$ cat config.mk
export PLATFORM = sky130hd
export DESIGN_NAME = capTimer
export DESIGN_NICKNAME = d
export VERILOG_FILES = /design/src/rtl/capTimerPkg.sv /design/src/rtl/capTimerEdge.sv /design/src/rtl/capTimerCtrl.sv /design/src/rtl/capTimerDp.sv /design/src/rtl/capTimer.sv
export SDC_FILE = /design/constraint.sdc
export NUM_CORES = 1
export LEC_CHECK = 0
export ABC_CLOCK_PERIOD_IN_PS = 2500
export BUFFER_PORTS_ARGS = -buffer_cell sky130_fd_sc_hd__clkbuf_2
export CORE_UTILIZATION = 60
export CTS_CLUSTER_DIAMETER = 100
export CTS_CLUSTER_SIZE = 8
export DETAILED_ROUTE_END_ITERATION = 12
export PLACE_DENSITY = 0.81
export SLEW_MARGIN = 20
export SYNTH_ARGS = -nofsm -noshare
export SYNTH_HDL_FRONTEND = slang
export SYNTH_HIERARCHICAL = 1
export SYNTH_SLANG_ARGS = --single-unit
$ cat constraint.sdc
create_clock -name clk -period 2.5 [get_ports clk]
set_input_delay 0.125 -clock clk [delete_from_list [all_inputs] [get_ports clk]]
set_output_delay 0.125 -clock clk [all_outputs]
set_load 0.01 [all_outputs]
$ cat src/rtl/capTimerPkg.sv
package capTimerPkg;
  localparam int ADDR_W = 3;

  localparam logic [ADDR_W-1:0] A_CTRL  = 3'd0;
  localparam logic [ADDR_W-1:0] A_COUNT = 3'd1;
  localparam logic [ADDR_W-1:0] A_LOAD  = 3'd2;
  localparam logic [ADDR_W-1:0] A_CAP1  = 3'd3;
  localparam logic [ADDR_W-1:0] A_CAP2  = 3'd4;
  localparam logic [ADDR_W-1:0] A_STAT  = 3'd5;

  localparam int B_RUN    = 0;
  localparam int B_RELOAD = 1;
  localparam int B_SEL_LO = 8;
  localparam int B_PAIR   = 13;
  localparam int B_PIN    = 14;

  typedef struct packed {
    logic       pinCap;
    logic       pairMode;
    logic [1:0] edgeSel;
    logic       autoReload;
    logic       run;
  } ctrlT;

  typedef struct packed {
    logic cntWr;
    logic loadWr;
    logic cap1Ld;
    logic cap2Ld;
  } strobeT;

  typedef enum logic [1:0] {SLOT_FIRST, SLOT_SECOND, SLOT_DONE} slotT;
endpackage

$ cat src/rtl/capTimerEdge.sv
module capTimerEdge #(
  parameter int SyncStages = 2
) (
  input  logic clk,
  input  logic rstN,
  input  logic pinIn,
  output logic rise,
  output logic fall
);
  logic [SyncStages-1:0] syncQ;
  logic prevQ;

  generate
    for (genvar i = 0; i < SyncStages; i++) begin : g_sync
      if (i == 0) begin : g_first
        always_ff @(posedge clk or negedge rstN) begin
          if (!rstN) syncQ[0] <= 1'b0;
          else       syncQ[0] <= pinIn;
        end
      end else begin : g_rest
        always_ff @(posedge clk or negedge rstN) begin
          if (!rstN) syncQ[i] <= 1'b0;
          else       syncQ[i] <= syncQ[i-1];
        end
      end
    end
  endgenerate

  always_ff @(posedge clk or negedge rstN) begin
    if (!rstN) prevQ <= 1'b0;
    else       prevQ <= syncQ[SyncStages-1];
  end

  assign rise = syncQ[SyncStages-1] & ~prevQ;
  assign fall = ~syncQ[SyncStages-1] & prevQ;
endmodule

$ cat src/rtl/capTimerCtrl.sv
module capTimerCtrl
  import capTimerPkg::*;
#(
  parameter int DataW = 32
) (
  input  logic              clk,
  input  logic              rstN,
  input  logic              regWe,
  input  logic [ADDR_W-1:0] regAddr,
  input  logic [DataW-1:0]  regWdata,
  input  logic              rise,
  input  logic              fall,
  output ctrlT              ctrlQ,
  output logic [1:0]        statusQ,
  output strobeT            stb
);
  slotT slotQ;
  logic ctrlWr, statWr, evt;

  assign ctrlWr = regWe && (regAddr == A_CTRL);
  assign statWr = regWe && (regAddr == A_STAT);

  assign evt = ctrlQ.run && ctrlQ.pinCap &&
               ((ctrlQ.edgeSel[0] && rise) || (ctrlQ.edgeSel[1] && fall));

  always_comb begin
    stb        = '0;
    stb.cntWr  = regWe && (regAddr == A_COUNT);
    stb.loadWr = regWe && (regAddr == A_LOAD);
    stb.cap1Ld = evt && (slotQ == SLOT_FIRST);
    stb.cap2Ld = evt && ctrlQ.pairMode && (slotQ == SLOT_SECOND);
  end

  always_ff @(posedge clk or negedge rstN) begin
    if (!rstN) begin
      ctrlQ <= '0;
    end else if (ctrlWr) begin
      ctrlQ.run        <= regWdata[B_RUN];
      ctrlQ.autoReload <= regWdata[B_RELOAD];
      ctrlQ.edgeSel    <= regWdata[B_SEL_LO+1:B_SEL_LO];
      ctrlQ.pairMode   <= regWdata[B_PAIR];
      ctrlQ.pinCap     <= regWdata[B_PIN];
    end
  end

  always_ff @(posedge clk or negedge rstN) begin
    if (!rstN) begin
      slotQ <= SLOT_FIRST;
    end else if (ctrlWr) begin
      slotQ <= SLOT_FIRST;
    end else if (stb.cap2Ld) begin
      slotQ <= SLOT_DONE;
    end else if (stb.cap1Ld && ctrlQ.pairMode) begin
      slotQ <= SLOT_SECOND;
    end
  end

  always_ff @(posedge clk or negedge rstN) begin
    if (!rstN) begin
      statusQ <= '0;
    end else begin
      statusQ[0] <= stb.cap1Ld | (statusQ[0] & ~(statWr & regWdata[0]));
      statusQ[1] <= stb.cap2Ld | (statusQ[1] & ~(statWr & regWdata[1]));
    end
  end
endmodule

$ cat src/rtl/capTimerDp.sv
module capTimerDp
  import capTimerPkg::*;
#(
  parameter int CntW = 32
) (
  input  logic            clk,
  input  logic            rstN,
  input  ctrlT            ctrlQ,
  input  strobeT          stb,
  input  logic [CntW-1:0] wdata,
  output logic [CntW-1:0] countQ,
  output logic [CntW-1:0] loadQ,
  output logic [CntW-1:0] cap1Q,
  output logic [CntW-1:0] cap2Q
);
  localparam logic [CntW-1:0] CNT_MAX = '1;
  localparam logic [CntW-1:0] CNT_ONE = CntW'(1);

  logic [CntW-1:0] countNext;

  always_comb begin
    countNext = countQ;
    if (stb.cntWr)                 countNext = wdata;
    else if (ctrlQ.run) begin
      if (countQ == CNT_MAX)       countNext = ctrlQ.autoReload ? loadQ : '0;
      else                         countNext = countQ + CNT_ONE;
    end
  end

  always_ff @(posedge clk or negedge rstN) begin
    if (!rstN) begin
      countQ <= '0;
      loadQ  <= '0;
      cap1Q  <= '0;
      cap2Q  <= '0;
    end else begin
      countQ <= countNext;
      if (stb.loadWr) loadQ <= wdata;
      if (stb.cap1Ld) cap1Q <= countQ;
      if (stb.cap2Ld) cap2Q <= countQ;
    end
  end
endmodule

$ cat src/rtl/capTimer.sv
module capTimer
  import capTimerPkg::*;
#(
  parameter int CntW       = 32,
  parameter int SyncStages = 2
) (
  input  logic              clk,
  input  logic              rstN,
  input  logic              regWe,
  input  logic [ADDR_W-1:0] regAddr,
  input  logic [CntW-1:0]   regWdata,
  output logic [CntW-1:0]   regRdata,
  input  logic              capPin
);
  ctrlT            ctrlQ;
  strobeT          stb;
  logic [1:0]      statusQ;
  logic            rise, fall;
  logic [CntW-1:0] countQ, loadQ, cap1Q, cap2Q;
  logic [CntW-1:0] ctrlRd;

  capTimerEdge #(.SyncStages(SyncStages)) u_edge (
    .clk(clk), .rstN(rstN), .pinIn(capPin), .rise(rise), .fall(fall)
  );

  capTimerCtrl #(.DataW(CntW)) u_ctrl (
    .clk(clk), .rstN(rstN), .regWe(regWe), .regAddr(regAddr),
    .regWdata(regWdata), .rise(rise), .fall(fall),
    .ctrlQ(ctrlQ), .statusQ(statusQ), .stb(stb)
  );

  capTimerDp #(.CntW(CntW)) u_dp (
    .clk(clk), .rstN(rstN), .ctrlQ(ctrlQ), .stb(stb), .wdata(regWdata),
    .countQ(countQ), .loadQ(loadQ), .cap1Q(cap1Q), .cap2Q(cap2Q)
  );

  always_comb begin
    ctrlRd = '0;
    ctrlRd[B_RUN]                 = ctrlQ.run;
    ctrlRd[B_RELOAD]              = ctrlQ.autoReload;
    ctrlRd[B_SEL_LO+1:B_SEL_LO]   = ctrlQ.edgeSel;
    ctrlRd[B_PAIR]                = ctrlQ.pairMode;
    ctrlRd[B_PIN]                 = ctrlQ.pinCap;
  end

  always_comb begin
    case (regAddr)
      A_CTRL:  regRdata = ctrlRd;
      A_COUNT: regRdata = countQ;
      A_LOAD:  regRdata = loadQ;
      A_CAP1:  regRdata = cap1Q;
      A_CAP2:  regRdata = cap2Q;
      A_STAT:  regRdata = {{(CntW-2){1'b0}}, statusQ};
      default: regRdata = '0;
    endcase
  end
endmodule

Word level (Yosys, flattened, before mapping) --
Cells that the tools add are included.
Operators by class: equal/unequal tests 7, $add $sub $neg 1, bitwise logic cells 12, reduce and logical (&&, ||, !) cells 17, mux-type cells 8
Operator list (count):
- $pmux 32 s6 | 1
- $mux 32 | 4
- $add 32x1->32 const B | 1
- $eq 32x32->1 const B | 1
- $logic_and 1x1->1 | 12
- $and 1x1->1 | 6
- $eq 3x2->1 const B | 2
- $eq 3x3->1 const B | 2
- $mux 2 | 3
- $not 1->1 | 4
- $eq 3x1->1 const B | 1
- $logic_not 3->1 | 1
- $reduce_bool 3->1 | 1
- $eq 2x1->1 const B | 1
- $logic_not 2->1 | 1
- $or 1x1->1 | 2
- $reduce_bool 2->1 | 1
- $logic_or 1x1->1 | 1
Storage, ports and cells: logic and storage cells 59, input port bits 39, output and inout port bits 32, register bits after elaboration 141

Logic depth before layout (Yosys ltp) --
Gate-level depths: netlist (run 1).
depth after elaboration 10, mapped depth 9

By module --
Netlist (run 1), hierarchy kept.
By module, submodules not included:
- capTimerDp | cells an instance 518, times used 1, seq. area each 3203.1 um2, area an instance 6154.7 um2
- capTimer | cells an instance 127, times used 1, seq. area each 0.0 um2, area an instance 979.7 um2
- capTimerCtrl | cells an instance 49, times used 1, seq. area each 250.2 um2, area an instance 465.4 um2
- capTimerEdge | cells an instance 5, times used 1, seq. area each 75.1 um2, area an instance 90.1 um2

Worst setup path after synthesis (run 1) --
No wires, ideal clock.
path type register to register, from register u_edge.syncQ[1], to register u_dp.cap1Q[10], data arrival time 1.881 ns, path slack 0.494 ns, cell stages (with the launch flop) 7, cell sequence dfrtp_1 and2b_2 a22oi_1 nor4_1 clkbuf_1 buf_1 mux2_2
RTL lines:
- from (decl) | line capTimerEdge.sv:10 | logic [SyncStages-1:0] syncQ;
- from (signal, indexed assignment) | line capTimerEdge.sv:23 | else syncQ[i] <= syncQ[i-1];
- to (signal assigned) | line capTimerDp.sv:39 | if (stb.cap1Ld) cap1Q <= countQ;
- to (decl) | line capTimerDp.sv:13 | output logic [CntW-1:0] cap1Q,

Worst setup path after layout (run 1) --
from register u_dp.countQ[0], to register u_dp.countQ[0]
On the way: word-level cells in the longest chain between the ends 4, elaborated cells between the ends (all ways) 5, classes of those cells add/sub: 1; eq/ne: 1; mux: 3
RTL lines:
- from (decl) | line capTimerDp.sv:11 | output logic [CntW-1:0] countQ,
- from (signal assigned) | line capTimerDp.sv:37 | countQ <= countNext;
- $add 32x1->32 / $eq 32x32->1 (equally long branches) | line capTimerDp.sv:26, capTimerDp.sv:25
- $mux 32 (*) | line capTimerDp.sv:25 | if (countQ == CNT_MAX) countNext = ctrlQ.autoReload ? loadQ : '0;
- $mux 32 (*) | line capTimerDp.sv:24 | else if (ctrlQ.run) begin
- $mux 32 (*) | line capTimerDp.sv:23 | if (stb.cntWr) countNext = wdata;
Mark *: on every way between the ends. The rest lies on a longest branch, timed or not. The select of a mux whose other input is x is not followed. A chain may end at the register's enable or synchronous reset.

==> results.tsv, run 1 <==
stage	metric	value	unit
sta	rsz0062_at_grt	no	
floorplan	die_area	13300	um2
clocking	cts_tree	done	
sta	clock.fmax	433	MHz
clocking	cts_num_sinks	141	
clocking	ctsHtreeMaxLevel	4	
hold_path	hold_path.class	input pin to flop	
global_routing	grt_max_degree	82	
drt	dr.pass1.iters	5	
place	portBuffers	70	
pwr	vdd_drop_max	0.515	mV
final_layout	final_cells	982	
synth	ys_async_sr_fraction	1.00	
final_layout	syn2layout_area_growth	18.7	%
floorplan	die_w	115	um
final_layout	antenna_cells	0	
sta	worst_pin_slew	0.790	ns
drt	met1_length	8660	um
floorplan	die_h	115	um
drt	wl_met3	1560	um
floorplan	core	12300	um2
sta	post-route-period-util	0.924	
setup_path	critical_path.startpoint	u_dp/countQ[0]$_DFFE_PN0P_	
drt	num_vias	6367	
global_routing	overflow	0	
pwr	p_leak	4.06	nW
synth	synthFlopType	dfrtp_1	
place	dp_hpwl	13600	um
synth	syn-mean-instance-area	11.0	um2
sta	fin_worst_skew	0.0108	ns
setup_path	worstPathRequired	2.76	ns
global_routing	grt_pass1_wl	33800	um
setup_path	critPathArrivalTime	2.57	ns
synth	syn-num-nets	739	
sta	setup_viol	0	
synth	synth_edf_count	0	
drt	drcViolationCount	0	
sta	slew_headroom	0.472	
clocking	cts_root_buf	clkbuf_16	
setup_path	startpoint_type	flop	
drt	drt-vias-per-instance	6.48	
synth	synth_seq_area_share	0.459	
setup_path	r2r-start	u_dp/countQ[0]$_DFFE_PN0P_	
place	dpl_cell_area	8220	um2
drt	wl	21000	um
final_layout	fin_util	0.744	
floorplan	start_util	0.627	
place	routabilityCongestion	0.926	
synth	syn_inst	699	
synth	yosys_register_bits	141	
synth	yosysUniqueCellTypes	70	
sta	slew_viol_final	0	
drt	antenna_left	0	
pwr	fin_total_pwr	8.22	mW
final_layout	fin_nets	842	
setup_path	end_kind	flop	
place	place_inst	917	
clocking	insertion_delay	0.42	ns
synth	yosysWarnings	6	
hold_path	min_from	regWe	
run_status	status	complete, no violations	
drt	drt_first_iter_violations	775	
job	drv_cap	0	
drt	dr_wl_met2	10100	um
clocking	cts_buffers	17	
sta	finalHoldViolCount	0	
drt	top_layer_used	met4	
global_routing	grt_pass1_vias	6451	
sta	period_needed	2.31	ns
sta	setup-tns-final	0	ns
final_layout	drive_above_1_share	0.314	
clocking	cts.clk_slew.worst_paths	0.06	ns
setup_path	crit_type	flop to flop	
drt	wl_per_cell	21.3	um
clocking	post_cts_buffers	0	
global_routing	grt_antenna_before_repair	0	
synth	syn-cell-area	7690	um2
setup_path	crit_fanout	9	
floorplan	io_pins	71	
floorplan	fp-row-count	40	
global_routing	track_usage	0.338	
pwr	powerDensity	901	nW/um2
clocking	cts_buffer_depth	2	
final_layout	design_area	9130	um2
final_layout	nFillCells	824	
through the flow:
step	worst slack (ns)	hold slack, ns
global placement	0.361	0.210
finish	0.190	0.230
floorplan	0.494	-0.171
CTS	0.230	0.201
global route	0.0534	0.232
detailed placement	0.270	0.222
placed cells by master, fill, tap and decap left out, types with 5 or more instances in the layout:
master	synthesis	final
nor3_1	8	7
dfrtp_1	141	141
clkinv_2	0	6
a31oi_1	17	17
o21a_1	5	5
nor3b_1	7	7
nor4_1	8	7
nand3_1	17	17
a21oi_1	23	23
o31ai_1	7	7
mux2i_1	39	39
xor2_1	13	13
a22oi_1	27	27
mux2_2	97	97
or3_1	21	21
dlygate4sd3_1	0	34
nand2_1	52	52
clkbuf_16	0	17
nand4_1	15	15
o21ai_0	52	52
clkbuf_2	2	69
nor2_1	15	15
buf_4	6	34
per-layer routing:
layer	GRT usage	up-vias
li1	-	2818
met4	0.158	0
met1	0.437	3163
met3	0.0854	62
met2	0.539	324
met5	0	-
worst paths after layout:
kind                                                to  slack, ns  depth (start not counted)
setup / recovery            u_dp/countQ[0]$_DFFE_PN0P_       0.19                          6
max in group asynchronous    u_dp/cap2Q[9]$_DFFE_PN0P_       1.35                          3
min in group asynchronous   u_dp/loadQ[14]$_DFFE_PN0P_       0.33                          2
hold / removal             u_ctrl/ctrlQ[2]$_DFFE_PN0P_       0.23                          4
setup reg to reg            u_dp/countQ[0]$_DFFE_PN0P_       0.19                          6
hold reg to reg              u_edge/syncQ[1]$_DFF_PN0_       0.35                          0
cell usage after synthesis (3+ instances only):
cell	n	area share
mux2_2	97	0.14
and3_1	4	0.0033
a31oi_1	17	0.014
clkbuf_1	14	0.0068
o21ai_1	4	0.0026
o21ai_0	52	0.034
mux2i_1	39	0.051
buf_4	6	0.0059
nor4_1	8	0.0065
buf_6	8	0.012
xnor2_1	4	0.0046
a22oi_1	27	0.026
nand3_1	17	0.011
and2_1	4	0.0033
nor2b_1	3	0.0024
clkbuf_8	3	0.0054
o21a_1	5	0.0049
nand4_1	15	0.012
nor3_1	8	0.0052
nand2_1	52	0.025
or3_1	21	0.017
o22ai_1	3	0.0024
xor2_1	13	0.015
buf_1	9	0.0044
a211o_1	4	0.0046
o31ai_1	7	0.0068
nor2_1	15	0.0073
inv_1	3	0.0015
and4_2	4	0.0052
dfrtp_1	141	0.46
o211ai_1	3	0.0029
nor3b_1	7	0.0068
buf_2	9	0.0059
nand4_4	3	0.0083
a21oi_1	23	0.015
flip-flops by register name (all words and copies together), names as in the netlist:
register and flops:
u_ctrl/statusQ 2, u_dp/cap1Q 32, u_dp/loadQ 32, u_ctrl/ctrlQ 6, u_edge/syncQ 2, u_ctrl/slotQ 2, u_edge/prevQ 1, u_dp/cap2Q 32
u_dp/countQ 32
power breakdown:
| part | switching [mW] | internal, mW |
|---|---|---|
| sequential | 0.769 | 2.90 |
| clock | 0.913 | 1.53 |
| combinational | 1.04 | 1.06 |
| total | 2.73 | 5.49 |
area by class of cell:
cell class                 instances  area [um2]  share of cell area
clock buffer                      23         478              0.0524
clock inverter                     8        90.1             0.00987
inverter                           3        11.3             0.00123
multi-input combinational        500        3830               0.420
sequential                       141        3530               0.387
tap                              168         210              0.0230
timing repair buffer             139         972               0.107
worst max-delay path, cell delays in order, from the launching register on:
cell and delay, ns:
dfrtp_1 0.48, ha_1 0.29, and4_2 0.32, nand4_2 0.18, or3_2 0.63, nand3b_1 0.15
a31oi_1 0.10
logic make-up (layout without fill, tap and decap cells):
family,count (synthesis),after routing,synth area share
and+or+nand+nor,186,186,0.147
AOI/OAI and AO/OA,159,159,0.129
DFF,141,141,0.459
muxes,137,137,0.196
buffers and inverters,58,173,0.0486
xor gates and xnor gates,17,17,0.0194
adders and majority gates,1,1,0.00163
repair_timing:
action / in CTS / in global routing
endpoints found under the hold margin: 124 / 0
hold buffers: 34 / 0
resized for setup: 0 / 0
Note: power is estimated with default switching activity, not from simulation.
==> inputs of run 2 (changes only) <==
--- a/config.mk
+++ b/config.mk
@@ -5,6 +5,7 @@
 export SDC_FILE = /design/constraint.sdc
 export NUM_CORES = 1
 export LEC_CHECK = 0
+export ABC_AREA = 1
 export ABC_CLOCK_PERIOD_IN_PS = 2500
 export BUFFER_PORTS_ARGS = -buffer_cell sky130_fd_sc_hd__clkbuf_2
 export CORE_UTILIZATION = 60
==> run 2 against run 1 <==
Net effect: combinational power down 9%; setup slack better by 0.12 ns; design area up 4.0%; global-route usage up 1.3 points; critical path type unchanged.
==> results.tsv, run 2 <==
stage	metric	value	unit
clocking	cts_buffer_depth	2	
floorplan	core	13200	um2
floorplan	fp-row-count	42	
clocking	ctsHtreeMaxLevel	4	
synth	yosysUniqueCellTypes	33	
pwr	p_sw_frac	0.342	
hold_path	hold_end	u_ctrl/statusQ[0]$_DFF_PN0_	
drt	drt-vias-per-instance	5.96	
setup_path	crit_path_cell_trace	ha_1 > nand3_1 > inv_2 > nand2_2 > nor2_8 > nand4_2 > o21ai_1 > nand2_1 > nand2_1	
setup_path	crit_family	simple AND/OR/NAND/NOR gates	
pwr	switchingPower	2.79	mW
sta	post-route-period-util	0.875	
floorplan	start_util	0.613	
pwr	powerDensity	859	nW/um2
global_routing	overflow	0	
clocking	cts_hold_buf	34	
clocking	post_cts_buffers	0	
final_layout	fin_nets	1191	
synth	yosysWarnings	6	
setup_path	r2r-start	u_dp/countQ[1]$_DFFE_PN0P_	
final_layout	nFillCells	1054	
synth	syn-cell-area	8080	um2
synth	synth_xor_area_frac	0.0130	
clocking	cts_num_sinks	141	
synth	synth_top_family_by_area	simple AND/OR/NAND/NOR gates	
global_routing	grt_pass1_wl	38300	um
run_status	status	complete, no violations	
synth	yosysMostFrequentCell	nand2_1	
floorplan	die_h	118	um
synth	synthFlopType	dfrtp_1	
setup_path	r2r-end	u_dp/countQ[5]$_DFFE_PN0P_	
job	drv_cap	0	
synth	synthMuxAreaShare	0.0502	
global_routing	grt_max_degree	68	
floorplan	die_area	13900	um2
final_layout	fin_util	0.720	
synth	synth_fa_ha_area_frac	0.00155	
sta	rsz0062_at_grt	no	
hold_path	hold_path.class	input pin to flop	
drt	wl_per_cell	17.6	um
pwr	p_int	5.36	mW
synth	yosys.area.top_type	dfrtp_1	
setup_path	path_buf_inv	1	
setup_path	slowest_stage	dfrtp_1	
final_layout	syn2layout_area_growth	17.4	%
sta	period_needed	2.19	ns
synth	ys_async_sr_fraction	1.00	
setup_path	end_kind	flop	
pwr	sequentialPowerShare	0.438	
synth	syn-mean-instance-area	7.53	um2
setup_path	slowest_delay	0.44	ns
synth	synth.top_cells.by_area	dfrtp_1, nand2_1, nand4_1	
synth	yosys.area_share.simple	0.351	
sta	clock.fmax	457	MHz
setup_path	worst-r2r-setup-slack	0.31	ns
clocking	cts_root_buf	clkbuf_16	
drt	antenna_left	0	
setup_path	worstPathRequired	2.87	ns
drt	drt_first_iter_violations	1019	
setup_path	startpoint_type	flop	
final_layout	antenna_cells	0	
global_routing	grt_antenna_before_repair	0	
place	dp_hpwl	15200	um
floorplan	die_w	118	um
final_layout	drive_above_1_share	0.161	
setup_path	crit_type	flop to flop	
synth	syn-num-nets	1113	
setup_path	crit_fanout	15	
pwr	p_comb_frac	0.235	
floorplan	io_pins	71	
hold_path	holdPathStages	4	
sta	slew_headroom	0.338	
pwr	p_leak	4.64	nW
drt	dr.pass1.iters	6	
synth	yosys_register_bits	141	
final_layout	final_common_cell	nand2_1	
setup_path	worstRegToRegCells	9	
hold_path	min_from	regWe	
sta	finalHoldViolCount	0	
synth	ys_top_cells_by_count	nand2_1, nor2_1, dfrtp_1	
synth	syn_inst	1073	
setup_path	path_common_cell	nand2_1	
clocking	cts.clk_slew.worst_paths	0.06	ns
clocking	cts_resized	0	
global_routing	track_usage	0.352	
sta	fin_worst_skew	0.00681	ns
clocking	insertion_delay	0.43	ns
synth	synth_edf_count	0	
place	routabilityCongestion	0.957	
synth	synth_seq_area_share	0.437	
drt	drcViolationCount	0	
setup_path	critPathArrivalTime	2.55	ns
pwr	power_frac_clock	0.327	
global_routing	grt_pass1_vias	7487	
clocking	cts_tree	done	
pwr	vdd_drop_max	0.683	mV
clocking	cts_buffers	17	
sta	worst_pin_slew	0.990	ns
drt	wl	23500	um
sta	setup-tns-final	0	ns
final_layout	layout_common_cells	nand2_1, nor2_1, dfrtp_1	
sta	slew_viol_final	0	
synth	synth_compound_area_frac	0.0663	
synth	yosysTopAreaCellShare	0.437	
sta	setup_viol	0	
place	portBuffers	70	
drt	num_vias	7969	
[run 2: changes by cell type after synthesis, moves of 27 or more]
| cell | change |
|---|---|
| a22oi_1 | -27 |
| mux2i_1 | -39 |
| mux2_2 | -61 |
| nand4_1 | +86 |
| inv_1 | +75 |
| nor2_1 | +139 |
| nand3_1 | +55 |
| a21oi_1 | +42 |
| nand2_1 | +220 |
[run 2: worst reg2reg max path, stage by stage (launching register included)]
cell     delay [ns]
dfrtp_1        0.44
ha_1           0.23
nand3_1        0.16
inv_2          0.09
nand2_2        0.11
nor2_8         0.28
nand4_2        0.42
o21ai_1        0.29
nand2_1        0.07
nand2_1        0.05
[run 2: logic make-up after synthesis]
| family | Yosys count |
|---|---|
| AND/OR/NAND/NOR | 628 |
| flip-flops | 141 |
| AO/OA/AOI/OAI | 105 |
| buffers and inverters | 150 |
| multiplexers | 36 |
| adder cells (fa/ha/maj) | 1 |
| XOR/XNOR | 12 |
[run 2: metrics by stage]
step           worst slack (ns)  total power [mW]  instance area (um2)  std cells  hold WS, ns
2_1_floorplan             0.837              4.68                 8080       1073       -0.171
3_3_place_gp              0.460              5.30                 8540       1274        0.107
3_5_place_dp              0.386              5.37                 8540       1274        0.104
4_1_cts                   0.357              8.11                 9490       1337       0.0403
5_1_grt                   0.170              8.57                 9490       1337       0.0813
6_report                  0.312              8.15                 9490       1337       0.0651
[run 2: cell type report]
type / instances / area (um2) / area share
clock buffers: 22 / 474 / 0.0500
clock inverters: 7 / 138 / 0.0145
inverters: 87 / 329 / 0.0347
multi-input cells: 782 / 3920 / 0.413
flip-flops and latches: 141 / 3530 / 0.372
well taps: 176 / 220 / 0.0232
repair buffers: 122 / 882 / 0.0929
[run 2: worst max-delay path by stage]
| stage | startpoint | endpoint | slack [ns] | cells after the start |
|---|---|---|---|---|
| floorplan | u_edge/syncQ[1]$_DFF_PN0_ | u_dp/cap2Q[10]$_DFFE_PN0P_ | 0.84 | 7 |
| global placement | u_dp/countQ[1]$_DFFE_PN0P_ | u_dp/countQ[7]$_DFFE_PN0P_ | 0.46 | 9 |
| detailed placement | u_dp/countQ[1]$_DFFE_PN0P_ | u_dp/countQ[5]$_DFFE_PN0P_ | 0.39 | 9 |
| CTS | u_dp/countQ[1]$_DFFE_PN0P_ | u_dp/countQ[5]$_DFFE_PN0P_ | 0.36 | 9 |
| global route | u_dp/countQ[1]$_DFFE_PN0P_ | u_dp/countQ[3]$_DFFE_PN0P_ | 0.17 | 9 |
| finish | u_dp/countQ[1]$_DFFE_PN0P_ | u_dp/countQ[5]$_DFFE_PN0P_ | 0.31 | 9 |
[run 2: power groups by stage]
stage	sequential (mW)	combinational (mW)	clock (mW)
3_5_place_dp	3.56	1.81	0
6_report	3.57	1.92	2.67
2_1_floorplan	3.33	1.35	0
5_1_grt	3.64	2.15	2.78
3_3_place_gp	3.54	1.76	0
4_1_cts	3.54	1.88	2.69
[run 2: per-layer routing]
metal  track usage  vias up  share of wire
li1              -     3701              -
met1         0.493     3747           0.43
met2         0.545      462           0.46
met3        0.0552       59          0.081
met4         0.148        0          0.022
met5             0        -              0
